<file path="config.mk">
export PLATFORM = sky130hd
export DESIGN_NAME = nest_irq_ctrl
export DESIGN_NICKNAME = d
export VERILOG_FILES = /design/src/rtl/nic_pkg.sv /design/src/rtl/nic_prio_pick.sv /design/src/rtl/nic_src_bank.sv /design/src/rtl/nic_ack_unit.sv /design/src/rtl/nest_irq_ctrl.sv
export SDC_FILE = /design/constraint.sdc
export NUM_CORES = 1
export LEC_CHECK = 0
export BUFFER_PORTS_ARGS = -buffer_cell sky130_fd_sc_hd__clkbuf_2
export CORE_ASPECT_RATIO = 1.75
export CORE_UTILIZATION = 51
export CTS_CLUSTER_DIAMETER = 100
export DETAILED_ROUTE_END_ITERATION = 6
export GPL_TIMING_DRIVEN = 0
export PLACE_DENSITY = 0.77
export SYNTH_ARGS = -nofsm -noshare
export SYNTH_HDL_FRONTEND = slang
export SYNTH_SLANG_ARGS = --single-unit
</file>
<file path="constraint.sdc">
create_clock -name clk -period 3.3 [get_ports clk]
set_input_delay 0.33 -clock clk [delete_from_list [all_inputs] [get_ports clk]]
set_output_delay 0.33 -clock clk [all_outputs]
set_load 0.03 [all_outputs]
</file>
<file path="src/rtl/nic_pkg.sv">
// Package: shared register addresses and reset constants for the
// nested interrupt controller. Assumes a 2-bit register address space.
package nic_pkg;
    localparam int LVL_W  = 3;
    localparam int BASE_W = 3;

    typedef enum logic [1:0] {
        RA_PEND = 2'd0,
        RA_MASK = 2'd1,
        RA_INSV = 2'd2,
        RA_CFG  = 2'd3
    } reg_addr_e;

    localparam logic [LVL_W-1:0]  LVL_RST  = 3'd1;
    localparam logic [BASE_W-1:0] BASE_RST = 3'd0;
endpackage

</file>
<file path="src/rtl/nic_prio_pick.sv">
// Fixed-priority picker: reports whether any bit of req_vec is set and the
// index of the highest set bit. Assumes IW = $clog2(WIDTH), supplied by the parent.
module nic_prio_pick #(
    parameter int WIDTH = 32,
    parameter int IW    = 5
) (
    input  logic [WIDTH-1:0] req_vec,
    output logic             hit,
    output logic [IW-1:0]    top_idx
);

    // Scan upward so the last set bit found is the highest one.
    always_comb begin
        hit     = 1'b0;
        top_idx = '0;
        for (int i = 0; i < WIDTH; i++) begin
            if (req_vec[i]) begin
                hit     = 1'b1;
                top_idx = IW'(i);
            end
        end
    end

endmodule

</file>
<file path="src/rtl/nic_src_bank.sv">
// Per-source state: pending, enable mask and in-service bits.
// Pending: set by events, cleared by the acknowledge hit or a software write of one.
// In-service: set by the acknowledge hit, cleared only by a software write of one.
// A hardware set wins over a software clear in the same cycle.
// Assumes ack_hit is one-hot or zero.
module nic_src_bank #(
    parameter int NUM_SRC = 32
) (
    input  logic               clk,
    input  logic               rst_n,
    input  logic [NUM_SRC-1:0] src_evt,
    input  logic [NUM_SRC-1:0] sw_pend_clr,
    input  logic               mask_wr,
    input  logic [NUM_SRC-1:0] mask_wdata,
    input  logic [NUM_SRC-1:0] sw_insv_clr,
    input  logic [NUM_SRC-1:0] ack_hit,
    output logic [NUM_SRC-1:0] pend_q,
    output logic [NUM_SRC-1:0] mask_q,
    output logic [NUM_SRC-1:0] insv_q
);

    // Enable mask register, written as a whole word.
    always_ff @(posedge clk) begin
        if (!rst_n)       mask_q <= '0;
        else if (mask_wr) mask_q <= mask_wdata;
    end

    for (genvar i = 0; i < NUM_SRC; i++) begin : g_src
        // Pending bit: a set from an event beats either kind of clear.
        always_ff @(posedge clk) begin
            if (!rst_n) pend_q[i] <= 1'b0;
            else        pend_q[i] <= src_evt[i] | (pend_q[i] & ~ack_hit[i] & ~sw_pend_clr[i]);
        end

        // In-service bit: a set from the acknowledge beats a software clear.
        always_ff @(posedge clk) begin
            if (!rst_n) insv_q[i] <= 1'b0;
            else        insv_q[i] <= ack_hit[i] | (insv_q[i] & ~sw_insv_clr[i]);
        end

        AST_EVT_LATCHES: assert property (@(posedge clk) disable iff (!rst_n)
            src_evt[i] |=> pend_q[i]);
        AST_INSV_SW_CLEAR_ONLY: assert property (@(posedge clk) disable iff (!rst_n)
            $fell(insv_q[i]) |-> $past(sw_insv_clr[i]));
        AST_ACK_MARKS_INSV: assert property (@(posedge clk) disable iff (!rst_n)
            ack_hit[i] |=> insv_q[i]);
    end

endmodule

</file>
<file path="src/rtl/nic_ack_unit.sv">
// Acknowledge handshake: accepts iack only at the configured level, marks the
// winning source for clearing, and registers the vector (or all ones if
// nothing is eligible) with a one-cycle valid strobe.
// Assumes win_idx is meaningful only while win_any is high.
module nic_ack_unit #(
    parameter int NUM_SRC = 32,
    parameter int IW      = 5,
    parameter int LVL_W   = 3,
    parameter int BASE_W  = 3,
    parameter int VEC_W   = 8
) (
    input  logic               clk,
    input  logic               rst_n,
    input  logic               iack,
    input  logic [LVL_W-1:0]   iack_lvl,
    input  logic [LVL_W-1:0]   cur_lvl,
    input  logic [BASE_W-1:0]  vbase,
    input  logic               win_any,
    input  logic [IW-1:0]      win_idx,
    output logic               accept,
    output logic [NUM_SRC-1:0] ack_hit,
    output logic               vec_vld,
    output logic [VEC_W-1:0]   vec_out
);

    // Acceptance only when the processor acknowledges our level.
    assign accept = iack && (iack_lvl == cur_lvl);

    for (genvar i = 0; i < NUM_SRC; i++) begin : g_hit
        assign ack_hit[i] = accept && win_any && (win_idx == IW'(i));
    end

    // Valid strobe, one cycle per accepted acknowledge.
    always_ff @(posedge clk) begin
        if (!rst_n) vec_vld <= 1'b0;
        else        vec_vld <= accept;
    end

    // Vector capture: base over index, or the spurious code.
    always_ff @(posedge clk) begin
        if (!rst_n)      vec_out <= '1;
        else if (accept) vec_out <= win_any ? {vbase, win_idx} : '1;
    end

    AST_ACK_GIVES_VLD: assert property (@(posedge clk) disable iff (!rst_n)
        accept |=> vec_vld);
    AST_NO_ACK_NO_VLD: assert property (@(posedge clk) disable iff (!rst_n)
        !accept |=> !vec_vld);
    AST_SPURIOUS_ONES: assert property (@(posedge clk) disable iff (!rst_n)
        (accept && !win_any) |=> (vec_out == '1));
    AST_HIT_ONEHOT: assert property (@(posedge clk) disable iff (!rst_n)
        $onehot0(ack_hit));

endmodule

</file>
<file path="src/rtl/nest_irq_ctrl.sv">
// Top of the nested prioritized interrupt controller. Holds the level/base
// configuration, decodes register writes into per-source clear masks,
// computes the in-service block threshold and eligibility, and picks the
// highest eligible source. Assumes NUM_SRC >= 7 so the configuration fits.
module nest_irq_ctrl
    import nic_pkg::*;
#(
    parameter int NUM_SRC = 32,
    parameter int IDX_W   = $clog2(NUM_SRC),
    parameter int VEC_W   = BASE_W + IDX_W
) (
    input  logic               clk,
    input  logic               rst_n,
    input  logic [NUM_SRC-1:0] src_evt,
    input  logic               reg_wr,
    input  logic [1:0]         reg_addr,
    input  logic [NUM_SRC-1:0] reg_wdata,
    output logic [NUM_SRC-1:0] reg_rdata,
    output logic               irq_req,
    output logic [LVL_W-1:0]   irq_lvl,
    input  logic               iack,
    input  logic [LVL_W-1:0]   iack_lvl,
    output logic               vec_vld,
    output logic [VEC_W-1:0]   vec_out
);

    localparam int CFG_BASE_LSB = 4;

    logic [LVL_W-1:0]   lvl_q;
    logic [BASE_W-1:0]  base_q;
    logic [NUM_SRC-1:0] pend_q, mask_q, insv_q;
    logic [NUM_SRC-1:0] sw_pend_clr, sw_insv_clr, ack_hit;
    logic [NUM_SRC-1:0] unblk, elig;
    logic               mask_wr, cfg_wr;
    logic               insv_any, win_any, accept;
    logic [IDX_W-1:0]   insv_top, win_idx;
    reg_addr_e          addr_e;

    assign addr_e      = reg_addr_e'(reg_addr);
    assign mask_wr     = reg_wr && (addr_e == RA_MASK);
    assign cfg_wr      = reg_wr && (addr_e == RA_CFG);
    assign sw_pend_clr = (reg_wr && addr_e == RA_PEND) ? reg_wdata : '0;
    assign sw_insv_clr = (reg_wr && addr_e == RA_INSV) ? reg_wdata : '0;

    // Configuration: base always written, level only when non-zero.
    always_ff @(posedge clk) begin
        if (!rst_n) begin
            lvl_q  <= LVL_RST;
            base_q <= BASE_RST;
        end else if (cfg_wr) begin
            base_q <= reg_wdata[CFG_BASE_LSB +: BASE_W];
            if (reg_wdata[LVL_W-1:0] != '0) lvl_q <= reg_wdata[LVL_W-1:0];
        end
    end

    // Register read multiplexer.
    always_comb begin
        reg_rdata = '0;
        unique case (addr_e)
            RA_PEND: reg_rdata = pend_q;
            RA_MASK: reg_rdata = mask_q;
            RA_INSV: reg_rdata = insv_q;
            RA_CFG: begin
                reg_rdata[LVL_W-1:0]                 = lvl_q;
                reg_rdata[CFG_BASE_LSB +: BASE_W]    = base_q;
            end
        endcase
    end

    nic_src_bank #(.NUM_SRC(NUM_SRC)) u_bank (
        .clk        (clk),
        .rst_n      (rst_n),
        .src_evt    (src_evt),
        .sw_pend_clr(sw_pend_clr),
        .mask_wr    (mask_wr),
        .mask_wdata (reg_wdata),
        .sw_insv_clr(sw_insv_clr),
        .ack_hit    (ack_hit),
        .pend_q     (pend_q),
        .mask_q     (mask_q),
        .insv_q     (insv_q)
    );

    // Highest in-service source sets the block threshold.
    nic_prio_pick #(.WIDTH(NUM_SRC), .IW(IDX_W)) u_insv_pick (
        .req_vec(insv_q),
        .hit    (insv_any),
        .top_idx(insv_top)
    );

    for (genvar i = 0; i < NUM_SRC; i++) begin : g_elig
        assign unblk[i] = !insv_any || (i > int'(insv_top));
        assign elig[i]  = pend_q[i] && mask_q[i] && unblk[i];
    end

    // Highest eligible source wins the request.
    nic_prio_pick #(.WIDTH(NUM_SRC), .IW(IDX_W)) u_win_pick (
        .req_vec(elig),
        .hit    (win_any),
        .top_idx(win_idx)
    );

    nic_ack_unit #(
        .NUM_SRC(NUM_SRC),
        .IW     (IDX_W),
        .LVL_W  (LVL_W),
        .BASE_W (BASE_W),
        .VEC_W  (VEC_W)
    ) u_ack (
        .clk     (clk),
        .rst_n   (rst_n),
        .iack    (iack),
        .iack_lvl(iack_lvl),
        .cur_lvl (lvl_q),
        .vbase   (base_q),
        .win_any (win_any),
        .win_idx (win_idx),
        .accept  (accept),
        .ack_hit (ack_hit),
        .vec_vld (vec_vld),
        .vec_out (vec_out)
    );

    assign irq_req = win_any;
    assign irq_lvl = lvl_q;

    AST_REQ_NEEDS_ENABLE: assert property (@(posedge clk) disable iff (!rst_n)
        (mask_q == '0) |-> !irq_req);
    AST_WIN_ABOVE_INSV: assert property (@(posedge clk) disable iff (!rst_n)
        (win_any && insv_any) |-> (win_idx > insv_top));
    AST_WIN_IS_PENDING: assert property (@(posedge clk) disable iff (!rst_n)
        win_any |-> pend_q[win_idx]);
    AST_ACK_DROPS_PEND: assert property (@(posedge clk) disable iff (!rst_n)
        (accept && win_any && !src_evt[win_idx]) |=> !pend_q[$past(win_idx)]);
    AST_LVL_NONZERO: assert property (@(posedge clk) disable iff (!rst_n)
        irq_lvl != '0);

endmodule

</file>
======== After elaboration in Yosys (flattened, before gate mapping) ========
Cells that the tools add are included.
operators by class
  order comparisons ....................... 31
  bitwise operators ....................... 256
  reduce and logical (&&, ||, !) cells .... 138
  equality and inequality tests ........... 35
  mux-type cells .......................... 133
operators by type and width
  cell                                                          number
  2-to-1 mux 5 bit                                              32
  logical AND 1 bit                                             102
  bitwise AND 1 bit                                             96
  NOT 1 bit                                                     96
  == test 5 bit, second input constant                          16
  greater-than comparator 5 bit, first input constant           16
  case mux 25 bit (3 select lines)                              1
  2-to-1 mux 1 bit                                              66
  2-to-1 mux 32 bit                                             2
  2-to-1 mux 4 bit                                              16
  OR 1 bit                                                      64
  == test 5 x 4 -> 1 bit, second input constant                 8
  greater-than comparator 4 x 5 -> 1 bit, first input constant  8
  logical OR 1 bit                                              31
  2-to-1 mux 3 bit                                              8
  case mux 3 bit (4 select lines)                               2
  == test 5 x 3 -> 1 bit, second input constant                 4
  greater-than comparator 3 x 5 -> 1 bit, first input constant  4
  == test 5 x 2 -> 1 bit, second input constant                 2
  greater-than comparator 2 x 5 -> 1 bit, first input constant  2
  2-to-1 mux 2 bit                                              4
  2-to-1 mux 8 bit                                              1
  == test 5 x 1 -> 1 bit, second input constant                 1
  greater-than comparator 1 x 5 -> 1 bit, first input constant  1
  other kinds (9)                                               10
storage, ports and cells
  output and inout port bits .............. 45
  word-level logic and storage cells ...... 662
  bits of input ports ..................... 73
  bits in registers ....................... 111

======== Logic depth before layout (Yosys ltp) ========
  depth in word-level cells ............... 72
  depth in mapped cells ................... 16
  gate-level depth less buffers ........... 13

======== Hierarchy ========
From an unflattened synthesis, not the netlist that was laid out.
second synthesis, totals
  cell total of the unflattened synthesis .. 805
  area total of the unflattened synthesis .. 6839.1 um2
modules (own cells, without submodules)
  module         cells an instance  sequential area each (um2)  area each (um2)  times used
  nic_src_bank   303                1921.8                      3518.4           1
  nest_irq_ctrl  282                120.1                       1890.6           1
  nic_prio_pick  62                 0.0                         357.8            2
  nic_ack_unit   96                 180.2                       714.4            1

======== Least setup slack after synthesis ========
No wires, ideal clock.
  path type ............................... flip-flop to flip-flop
  start point ............................. register u_bank.insv_q[13]
  end point ............................... register u_bank.pend_q[28]
  path buffers ............................ 1
  slack ................................... 148 ps
  library setup time ...................... 115 ps
  data required time ...................... 3185 ps
  cell stages (with the launch flop) ...... 13
  arrival time ............................ 3037 ps
  period minus slack after synthesis ...... 3152 ps
  cells stage by stage .................... dfxtp_1 > buf_4 > or4_4 > a211oi_4 > nor2_2 > o41ai_1 > nor4_1 > a211oi_1 > o32ai_1 > or4_4 > a21oi_2 > a21oi_1 > o21a_1
on the way
  word-level cells in the longest chain between the ends .. 59
  elaborated cells on any way between the ends .. 203
  those cells by class .................... 31 x order compare; 1 x eq/ne; 101 x mux; 4 x bitwise; 66 x reduce/logical
ends and longest elaborated chain
  what                                                                       line                                      text
  from (decl)                                                                nic_src_bank.sv:19                        output logic [NUM_SRC-1:0] insv_q
  from (signal, indexed assignment)                                          nic_src_bank.sv:38                        else insv_q[i] <= ack_hit[i] | (insv_q[i] & ~sw_insv_clr[i]);
  2-to-1 mux 4 bit or 2-to-1 mux 1 bit (tied branches) (3 in a row)          nic_prio_pick.sv:17                       if (req_vec[i]) begin
  2-to-1 mux 5 bit or 2-to-1 mux 1 bit (tied branches) (16 in a row)         nic_prio_pick.sv:17
  greater-than comparator 1 x 5 -> 1 bit or zero test 1 bit (tied branches)  nest_irq_ctrl.sv:92                       assign unblk[i] = !insv_any || (i > int'(insv_top));
  logical OR 1 bit or logical AND 1 bit (tied branches)                      nest_irq_ctrl.sv:92, nest_irq_ctrl.sv:93
  logical AND 1 bit or 2-to-1 mux 1 bit (tied branches)                      nest_irq_ctrl.sv:93, nic_prio_pick.sv:17
  2-to-1 mux 1 bit                                                           nic_prio_pick.sv:17
  2-to-1 mux 2 bit or 2-to-1 mux 1 bit (tied branches) (2 in a row)          nic_prio_pick.sv:17
  2-to-1 mux 3 bit or 2-to-1 mux 1 bit (tied branches) (4 in a row)          nic_prio_pick.sv:17
  2-to-1 mux 4 bit or 2-to-1 mux 1 bit (tied branches) (8 in a row)          nic_prio_pick.sv:17
  2-to-1 mux 5 bit or 2-to-1 mux 1 bit (tied branches) (16 in a row)         nic_prio_pick.sv:17
  == test 5 bit or logical AND 1 bit (tied branches)                         nic_ack_unit.sv:30                        assign ack_hit[i] = accept && win_any && (win_idx == IW'(i));
  logical AND 1 bit *                                                        nic_ack_unit.sv:30
  NOT 1 bit *                                                                nic_src_bank.sv:32                        else pend_q[i] <= src_evt[i] | (pend_q[i] & ~ack_hit[i] & ~sw_pend_clr[i]);
  bitwise AND 1 bit * (2 in a row)                                           nic_src_bank.sv:32
  OR 1 bit *                                                                 nic_src_bank.sv:32
  to (signal, indexed assignment)                                            nic_src_bank.sv:32
  to (decl)                                                                  nic_src_bank.sv:17                        output logic [NUM_SRC-1:0] pend_q,
Every way passes the cells marked *; elsewhere a longest branch is shown, timed or not.
A chain may end at the register's enable or synchronous reset.

======== Final worst setup path ========
  start point ............................. register u_bank.insv_q[24]
  end point ............................... register u_bank.pend_q[3]
on the way
  word-level cells in the longest chain between the ends .. 48
  elaborated cells on any way between the ends .. 181
  those cells by class .................... 31 x order compare; 1 x eq/ne; 79 x mux; 4 x bitwise; 66 x reduce/logical
ends and longest elaborated chain
  what                                                                       line
  2-to-1 mux 5 bit or 2-to-1 mux 1 bit (tied branches) (8 in a row)          nic_prio_pick.sv:17
  greater-than comparator 1 x 5 -> 1 bit or zero test 1 bit (tied branches)  nest_irq_ctrl.sv:92
  logical OR 1 bit or logical AND 1 bit (tied branches)                      nest_irq_ctrl.sv:92, nest_irq_ctrl.sv:93
  logical AND 1 bit or 2-to-1 mux 1 bit (tied branches)                      nest_irq_ctrl.sv:93, nic_prio_pick.sv:17
  2-to-1 mux 1 bit                                                           nic_prio_pick.sv:17
  2-to-1 mux 2 bit or 2-to-1 mux 1 bit (tied branches) (2 in a row)          nic_prio_pick.sv:17
  2-to-1 mux 3 bit or 2-to-1 mux 1 bit (tied branches) (4 in a row)          nic_prio_pick.sv:17
  2-to-1 mux 4 bit or 2-to-1 mux 1 bit (tied branches) (8 in a row)          nic_prio_pick.sv:17
  2-to-1 mux 5 bit or 2-to-1 mux 1 bit (tied branches) (16 in a row)         nic_prio_pick.sv:17
  == test 5 x 2 -> 1 bit or logical AND 1 bit (tied branches)                nic_ack_unit.sv:30
  logical AND 1 bit *                                                        nic_ack_unit.sv:30
  NOT 1 bit *                                                                nic_src_bank.sv:32
  bitwise AND 1 bit * (2 in a row)                                           nic_src_bank.sv:32
  OR 1 bit *                                                                 nic_src_bank.sv:32
Marks and branches as above.

==> flow_summary.yaml <==
status:
  status: "complete, but fails checks"
  violations: "negative setup slack"
finish:
  mostFrequentLayoutCells: "205 x nand2_1, 116 x clkbuf_2, 93 x dfxtp_1, 84 x a21oi_1, 53 x nor2_1"
  layout_commonest_cell: "nand2_1"
  nFillCells: 1039
  nets: 1164
  drive_gt1_share_pct: 34.1
  diodes: 0
  syn_to_final_growth_pct: 38.2
synth:
  yosys_warnings: 0
  synthTopCellsByArea: "dfxtp_1 33%, nand2_1 12%, a21oi_1 6.4%"
  avgSynthCellArea_um2: 7.37
  netlist.area_leader.share_pct: 33.2
  synth_edf_count: 0
  yosysSeqAreaShare_pct: 33.2
  yosys.area.top_type: "dfxtp_1"
  ys_seq_elements: 111
  synthCells: 908
  syn_nets: 981
  synth_ff_type: "dfxtp_1"
  synth_cell_types: 78
  synth_area_mm2: 0.00669
  synthArstFlopShare_pct: 0
global_route:
  grt_pass1_vias: 7871
  grt_pass1_wl_mm: 43.7
  antenna_found_initial: 0
  grtUsageTotal_pct: 43.7
  grt_overflow_total: 0
  grt_max_degree: 20
power_and_ir_drop:
  power.leakage_nw: 3.63
  p_switching_mw: 1.24
  sw_frac_of_total_pct: 33.0
  power_mw: 3.78
  pwr-share-clk_pct: 34.5
  p_per_area_mw_per_mm2: 408
  power_frac_seq_pct: 38.0
  p_int_mw: 2.53
  vdd_drop_max_mv: 0.267
  p_comb_share_pct: 27.5
die:
  core_mm2: 0.0129
  die_w_um: 88.6
  dieArea_mm2: 0.0136
  ios: 118
  start_util_pct: 52.0
  die_height_um: 154
  fp-row-count: 55
min_path:
  min_path_type: "in2reg"
  worstHoldStart: "src_evt[28]"
cts:
  cts_buffer_depth: 2
  cts-root-buf: "clkbuf_16"
  cts_max_level: 3
  clk_pin_slew_ns: 0.08
  numCtsBuffers: 9
  cts.sinks: 111
  clock_latency_ns: 0.36
  cts_tree: "built"
place:
  dp_slack_ns: -1.10
  placement.io_buffers: 114
  place_congestion: 1.02
  place.detailed.hpwl_mm: 20.4
worst_setup_path:
  required_ns: 3.49
  startpoint: "u_bank.insv_q[24]$_SDFF_PN0_"
  critPathLaunchType: "flip-flop"
  critPathKind: "reg2reg"
  crit_path_end_kind: "flip-flop"
  cp_max_fo: 6
  arrival_ns: 3.81
  r2r-start: "u_bank.insv_q[24]$_SDFF_PN0_"
sta:
  drv_slew: 0
  hold_viol: 0
  postLayoutSetupSlackWorst_ns: -0.324
  max_slew_margin_pct: 15.7
  fmax_ghz: 0.276
  skew_ns: 0.00827
  worstMarginPinSlew_ns: 1.26
  setup_viol: 67
  rsz0062_at_grt: "yes"
  min_period_ns: 3.62
  fin_crit_sh_pct: 110
route:
  wl_per_cell_um: 23.6
  ant_nets: 0
  drc: 0
  drt-pass1-iter-count: 6
  drt-total-wl_mm: 29.9
  avgViaCountPerCell: 6.64
  drt_iter0_markers: 908
  vias: 8416
flow_run:
  max_cap_viol_count: 0
repair_timing:
action                                 CTS  global route
pin swaps                               25            54
resized for setup                       89           143
hold buffers                             0             0
setup endpoints to repair               73            76
setup buffers                           32            32
endpoints found under the hold margin    0             0
synthesized netlist by cell type (3+ instances only):
master / number
a31oi_1: 4
nor4_1: 16
a22oi_1: 9
or3_1: 3
o211ai_1: 5
inv_1: 14
nor3_1: 15
nor3b_1: 4
o32ai_1: 3
o31ai_1: 6
nand2b_1: 7
clkbuf_1: 41
nand4_1: 6
a211o_1: 3
buf_2: 8
a221o_1: 3
a32oi_1: 4
a211oi_1: 18
a22o_1: 3
or4_1: 3
dfxtp_1: 111
a21oi_1: 86
and3_1: 7
o21ai_1: 6
o21a_1: 4
nor2_2: 3
or2_2: 6
o31a_1: 4
nand3_1: 38
a311oi_1: 14
o22ai_1: 6
nor2_1: 58
and2_1: 4
o21ai_0: 70
buf_6: 3
nor2b_1: 5
o21ai_2: 5
mux2i_1: 29
xnor2_1: 3
a211oi_2: 3
nand2_1: 215
mux4_2: 6
sequential cells by signal, indices dropped and copies added (netlist names):
| register | flops |
|---|---|
| u_bank.pend_q | 32 |
| u_bank.insv_q | 32 |
| base_q | 3 |
| u_ack.vec_out | 8 |
| u_bank.mask_q | 32 |
| irq_lvl | 3 |
| u_ack.vec_vld | 1 |
through the flow:
stage          instances  area [um^2]  utilization (%)  hold slack [ns]  TNS [ns]
6_report            1267         9250             71.9            0.202    -14.25
5_1_grt             1267         9250             71.9            0.193    -26.23
4_1_cts             1238         8460             65.8            0.193     -5.12
3_5_place_dp        1193         7480             58.1            0.466    -56.07
3_3_place_gp        1193         7480             58.1            0.455    -57.75
2_1_floorplan        908         6690                -            0.441         0
power by group through the flow:
stage          combinational, mW  sequential, mW  clock, mW
6_report                    1.04            1.43       1.30
5_1_grt                     1.07            1.44       1.35
4_1_cts                    0.838            1.43       1.30
3_5_place_dp               0.674            1.47          0
3_3_place_gp               0.670            1.47          0
2_1_floorplan              0.380            1.46          0
worst max-delay path: stages (launching register included):
cell and delay [ns]:
dfxtp_4 0.38, or4_4 0.58, o31a_1 0.39, buf_4 0.17
o21ai_4 0.13, o22ai_2 0.14, a211oi_2 0.32, and2b_2 0.30
buf_6 0.13, o211ai_4 0.10, or3b_4 0.46, buf_4 0.16
nor2_2 0.11, a211oi_2 0.08
worst paths after layout:
path | slack, ns | end | cells after the start
worst max register to register | -0.32 | u_bank.pend_q[3]$_SDFF_PN0_ | 13
worst max-delay path | -0.32 | u_bank.pend_q[3]$_SDFF_PN0_ | 13
worst min register to register | 0.47 | u_bank.mask_q[4]$_SDFFE_PN0P_ | 2
worst min-delay path | 0.20 | u_bank.pend_q[28]$_SDFF_PN0_ | 2
cell families after synthesis:
logic type | count (synthesis) | synth area share (%)
adders and majority gates | 1 | 0.150
and+or+nand+nor | 401 | 27.2
buffers and inverters | 70 | 4.53
muxes | 35 | 6.36
AOI/OAI and AO/OA | 287 | 28.2
xor gates and xnor gates | 3 | 0.393
DFF | 111 | 33.2
layout make-up:
type / instances / area [um^2] / share of cell area [%]
multi-input cells: 727 / 4930 / 53.4
flip-flops and latches: 111 / 2260 / 24.5
repair buffers: 177 / 1170 / 12.6
plain buffers: 51 / 270 / 2.92
clock buffers: 9 / 225 / 2.44
well taps: 171 / 214 / 2.31
clock inverters: 7 / 124 / 1.34
inverters: 14 / 52.6 / 0.568
layer usage:
layer  global-route usage (%)  up-vias  part of all wire [%]  wire length [um]
met5                        0        -                     0                 0
met4                     33.3        0                   8.7              2620
met3                     10.1      209                   8.8              2630
met2                     71.5      569                    49             14700
met1                     47.4     3955                    33              9980
li1                         -     3683                     -                 -
(Power assumes the default switching activity.)
